### src/rtl/ipi_send_pkg.sv
package ipi_send_pkg;
  localparam int CMD_W   = 32;
  localparam int ID_LSB  = 16;
  localparam int ID_W    = 10;
  localparam int VEC_LSB = 0;
  localparam int VEC_W   = 5;
  localparam int MASK_W  = 1 << VEC_W;

  typedef struct packed {
    logic [ID_W-1:0]  core_id;
    logic [VEC_W-1:0] vec;
  } ipi_fields_t;
endpackage

### src/rtl/ipi_cmd_fields.sv
module ipi_cmd_fields
  import ipi_send_pkg::*;
#(
  parameter int NUM_CORES = 4
) (
  input  logic [CMD_W-1:0] cmd,
  output ipi_fields_t      fields,
  output logic             in_range
);
  localparam logic [ID_W:0] CORE_LIMIT = (ID_W+1)'(NUM_CORES);

  // Bits outside the two decoded fields are deliberately discarded.
  logic unused_cmd_bits;
  assign unused_cmd_bits = ^{cmd[CMD_W-1:ID_LSB+ID_W], cmd[ID_LSB-1:VEC_LSB+VEC_W]};

  always_comb begin
    fields.core_id = cmd[ID_LSB +: ID_W];
    fields.vec     = cmd[VEC_LSB +: VEC_W];
    in_range       = ({1'b0, fields.core_id} < CORE_LIMIT);
  end
endmodule

### src/rtl/ipi_vec_onehot.sv
module ipi_vec_onehot
  import ipi_send_pkg::*;
(
  input  logic [VEC_W-1:0]  vec,
  output logic [MASK_W-1:0] onehot
);
  for (genvar b = 0; b < MASK_W; b++) begin : g_bit
    assign onehot[b] = (vec == VEC_W'(b));
  end

  always_comb begin
    a_r3_decoder_onehot: assert ($countones(onehot) == 1);
  end
endmodule

### src/rtl/ipi_core_strobe.sv
module ipi_core_strobe
  import ipi_send_pkg::*;
#(
  parameter int NUM_CORES = 4
) (
  input  logic                 clk,
  input  logic                 rst_n,
  input  logic                 fire,
  input  logic [ID_W-1:0]      core_id,
  output logic [NUM_CORES-1:0] stb
);
  for (genvar c = 0; c < NUM_CORES; c++) begin : g_core
    always_ff @(posedge clk or negedge rst_n) begin
      if (!rst_n) stb[c] <= 1'b0;
      else        stb[c] <= fire && (core_id == ID_W'(c));
    end

    // a strobe on core c comes from an accepted command addressed to c
    a_r2_target_match: assert property (@(posedge clk) disable iff (!rst_n)
      stb[c] |-> ($past(fire) && $past(core_id) == ID_W'(c)));
  end

  // never more than one core strobed
  a_r5_single_core: assert property (@(posedge clk) disable iff (!rst_n)
    $onehot0(stb));
endmodule

### src/rtl/ipi_send_decoder.sv
module ipi_send_decoder
  import ipi_send_pkg::*;
#(
  parameter int NUM_CORES = 4
) (
  input  logic                 clk,
  input  logic                 rst_n,
  input  logic                 cmd_valid,
  output logic                 cmd_ready,
  input  logic [31:0]          cmd_data,
  output logic [NUM_CORES-1:0] set_stb,
  output logic [31:0]          set_mask,
  output logic                 dec_err
);
  ipi_fields_t        fields;
  logic               in_range;
  logic [MASK_W-1:0]  vec_onehot;
  logic               accept;
  logic               fire;

  always_ff @(posedge clk or negedge rst_n) begin
    if (!rst_n) cmd_ready <= 1'b0;
    else        cmd_ready <= 1'b1;
  end

  assign accept = cmd_valid && cmd_ready;
  assign fire   = accept && in_range;

  ipi_cmd_fields #(.NUM_CORES(NUM_CORES)) u_fields (
    .cmd      (cmd_data),
    .fields   (fields),
    .in_range (in_range)
  );

  ipi_vec_onehot u_onehot (
    .vec    (fields.vec),
    .onehot (vec_onehot)
  );

  ipi_core_strobe #(.NUM_CORES(NUM_CORES)) u_strobe (
    .clk     (clk),
    .rst_n   (rst_n),
    .fire    (fire),
    .core_id (fields.core_id),
    .stb     (set_stb)
  );

  always_ff @(posedge clk or negedge rst_n) begin
    if (!rst_n) begin
      set_mask <= '0;
      dec_err  <= 1'b0;
    end else begin
      set_mask <= fire ? vec_onehot : '0;
      dec_err  <= accept && !in_range;
    end
  end

  // mask is a single bit whenever a core is strobed
  a_r3_mask_onehot: assert property (@(posedge clk) disable iff (!rst_n)
    (|set_stb) |-> ($countones(set_mask) == 1));

  // the set bit is the accepted vector
  a_r3_mask_vector: assert property (@(posedge clk) disable iff (!rst_n)
    (|set_stb) |-> (set_mask == (32'd1 << $past(cmd_data[4:0]))));

  // a refused command touches no core
  a_r4_err_silent: assert property (@(posedge clk) disable iff (!rst_n)
    dec_err |-> (set_stb == '0 && set_mask == '0));

  // results only follow an accepted command
  a_r7_idle_quiet: assert property (@(posedge clk) disable iff (!rst_n)
    (|set_stb || dec_err || |set_mask) |-> $past(cmd_valid));

  // ready stays high once out of reset
  a_r1_ready_held: assert property (@(posedge clk) disable iff (!rst_n)
    cmd_ready |=> cmd_ready);
endmodule

### config.mk
export PLATFORM = sky130hd
export DESIGN_NAME = ipi_send_decoder
export DESIGN_NICKNAME = d
export VERILOG_FILES = /design/src/rtl/ipi_send_pkg.sv /design/src/rtl/ipi_cmd_fields.sv /design/src/rtl/ipi_vec_onehot.sv /design/src/rtl/ipi_core_strobe.sv /design/src/rtl/ipi_send_decoder.sv
export SDC_FILE = /design/constraint.sdc
export NUM_CORES = 1
export LEC_CHECK = 0
export BUFFER_PORTS_ARGS = -buffer_cell sky130_fd_sc_hd__buf_2
export CAP_MARGIN = 10
export CORE_MARGIN = 5
export CORE_UTILIZATION = 39
export DETAILED_ROUTE_END_ITERATION = 8
export GPL_TIMING_DRIVEN = 0
export PLACE_DENSITY_LB_ADDON = 0.08
export SLEW_MARGIN = 10
export SYNTH_ARGS = -nofsm -noshare
export SYNTH_HDL_FRONTEND = slang
export SYNTH_SLANG_ARGS = --single-unit
### constraint.sdc
create_clock -name clk -period 1 [get_ports clk]
set_input_delay 0.3 -clock clk [delete_from_list [all_inputs] [get_ports clk]]
set_output_delay 0.3 -clock clk [all_outputs]
set_load 0.01 [all_outputs]
==> results by group <==
Outcome
  • Status: complete, but fails checks
  • Failing checks: negative setup slack

Setup path
  • WP data required: between 1 and 1.5 ns
  • Crit path cell chain: buf_2 > or4_4 > buf_8 > nor4_4
  • Crit path max fanout: 10
  • Startpoint types: input port
  • CP max stage cell: or4_4
  • CP top delay family: simple AND/OR/NAND/NOR gates
  • Critical path arrival: 1.47 ns
  • Worst Setup End Kind: register
  • Crit path buffers/inverters: 2
  • Worst Path Class, Setup: in -> reg
  • CP max stage delay: ~0.59 ns

Final layout
  • Fillers: 262
  • Area of the multi-input gates: around 840 um2
  • Leading cell type in the layout, fill and taps excluded: buf_2
  • Fin cells: 240
  • Final Cell Area: around 2600 um2
  • Storage cell area: around 950 um2
  • Synth-to-layout area growth: 75.7%
  • Commonest non-fill, non-tap cells in the layout: buf_2, dfrtp_1, buf_6
  • Layout cell share with drive strength beyond 1: a little under 70%
  • Core Util, Final: between 70% and 80%
  • Antenna fix cells: 0
  • Final nets: around 230

Yosys
  • Cell Area, Synth: roughly 1500 um2
  • Mean post-synth cell area: between 10 and 15 um2
  • Synth Instances: roughly 110
  • Count of cell types in the netlist: 18
  • YS warnings: 0
  • Register area share after synthesis: about 64%
  • Post-synth top area cell: dfrtp_1
  • Share of the synthesized area in the top cell type: approximately 64%
  • Yosys reg bits: 38
  • Largest cells by area after synthesis: dfrtp_1, nor4_1, buf_6
  • Post-Syn Nets: between 100 and 150

Place
  • GPL Wtd Cong: roughly 0.77
  • Pre-CTS WS: -0.647 ns
  • Placed cell count: 214
  • I/O Buffers: 53
  • HPWL Detailed: 2390 um
  • Post-DP Area: between 1500 and 2000 um2

Route
  • ANT nets after route: 0
  • Wire per inst: approximately 18 um
  • Vias: roughly 1300
  • DRT iter0 DRCs: between 60 and 70
  • Drt drc: 0
  • Routed WL: between 4000 and 5000 um
  • Drt pass-1 iters: 4
  • Via-per-instance ratio: around 5.3

GRT
  • Largest net degree at the start of global routing: 39
  • Vias in the first global route: ~1300
  • Initial antenna violation count: 0
  • Total global-route track usage: roughly 16%
  • Global-route wire length before repair: ~6500 um
  • Total congestion overflow: 0

Pwr
  • Pint: 2.38 mW
  • Clock power frac: 39.0%
  • Combinational power share: around 11%
  • Switching power: around 0.73 mW
  • Overall power: 3.12 mW
  • Total leakage power: 1.31 nW
  • Part of the power in registers: between 40% and 50%
  • Pwr Density: 1190 nW/um2
  • Maximum VDD drop: 0.756 mV
  • Switching Share: a little under a quarter

STA
  • Final period utilization: 127%
  • Slew HR: between 40 and 50%
  • Setup Skew: approximately 0.0034 ns
  • RSZ-0062 raised after global routing: true
  • Final hold vios: 0
  • Final worst slack: -0.273 ns
  • Final min period: 1.27 ns
  • # setup viols final: 75
  • Final Slew Violations: 0
  • Worst Tran Pin Value: roughly 0.84 ns
  • Setup TNS: -11.89 ns
  • Hold slack: about 0.11 ns
  • Fmax achieved: around 0.79 GHz

Clock network
  • CTS HTree Levels: 2
  • Root buf cell: clkbuf_8
  • Clock-pin transition on the worst setup and hold timing paths: approximately 0.070 ns
  • CTS Sinks: 38
  • Worst-Skew Late Latency: approximately 0.29 ns
  • CTS buffer count: 5
  • CTS tree: done
  • Clock buffer depth: 2
  • CTS Hold Bufs: 0

Floorplan
  • Row count: 22
  • IO Pins: 73
  • Core box area: 3690 um2
  • Die width: roughly 72 um
  • Die area: 5140 um2
  • Die H: 71.7 um
  • Initial core utilization: approximately 40%

Job
  • Max Cap Viol: 0

Min path
  • Hold Path Class: in -> async
## power by group through the flow
stage | Combinational, mW | Clock (mW) | Sequential, mW
3_5_place_dp | 0.197 | 0 | 1.57
6_report | 0.356 | 1.22 | 1.55
5_1_grt | 0.385 | 1.29 | 1.55
3_3_place_gp | 0.189 | 0 | 1.57
4_1_cts | 0.264 | 1.22 | 1.55
2_1_floorplan | 0.0969 | 0 | 1.58
## Yosys cell counts (all sizes together)
cell and number:
or3 2, nor4 35, nand4bb 1, o21ba 1, nor4b 1, buf 8, conb 1, nand2b 2
nand2 2, or4 2, nand4 2, nand4b 2, or3b 5, dfrtp 38, nor2 1, clkbuf 3
nand3 2, nand3b 5
## worst paths after layout
check	from	endpoint	slack [ns]	cells after the start
setup reg to reg	cmd_ready$_DFF_PN0_	set_mask[27]$_DFF_PN0_	-0.22	4
min in group clk	cmd_data[17]	u_strobe.stb[3]$_DFF_PN0_	0.26	3
max in group asynchronous	rst_n	cmd_ready$_DFF_PN0_	0.31	1
setup / recovery	cmd_data[21]	set_mask[22]$_DFF_PN0_	-0.27	4
hold / removal	rst_n	set_mask[6]$_DFF_PN0_	0.11	1
hold reg to reg	cmd_ready$_DFF_PN0_	u_strobe.stb[0]$_DFF_PN0_	0.82	2
## logic make-up (layout without fill, tap and decap cells)
family / Yosys count / after routing / share of synthesized area (%)
compound gates: 1 / 1 / 0.674
buf+inv: 11 / 88 / 6.82
flops: 38 / 38 / 64.0
other cells: 1 / 1 / 0.252
simple gates: 62 / 64 / 28.2
## registers in the layout, indices dropped and copies added (netlist names)
register      flops
cmd_ready         1
dec_err           1
set_mask         32
u_strobe.stb      4
## layer usage
layer  global-route usage, %  wire length, um  vias to the layer above
li1                        -                -                      595
met1                    20.1             1640                      631
met2                    26.1             2300                       45
met3                    5.19              302                        7
met4                    6.89               80                        0
met5                       0                0                        -
## worst reg2reg max path, stage by stage (launching register included)
cell and delay (ns):
dfrtp_2 0.43, buf_6 0.12, nand4_1 0.11, buf_6 0.19, nor4_4 0.28
## area by class of cell
cell class,count,share of cell area (%)
plain buffers,9,3.98
clock buffers,8,4.22
multi-input cells,66,32.0
flip-flops and latches,38,36.5
well taps,48,2.30
repair buffers,71,21.0
## timing repair
item | 4_1_cts | 5_1_grt
gates resized for setup | 43 | 41
setup endpoints to repair | 75 | 75
pin swaps | 10 | 15
buffers inserted | 11 | 4
gates cloned | 1 | 4
No activity file was read; power rests on OpenSTA's default activity.
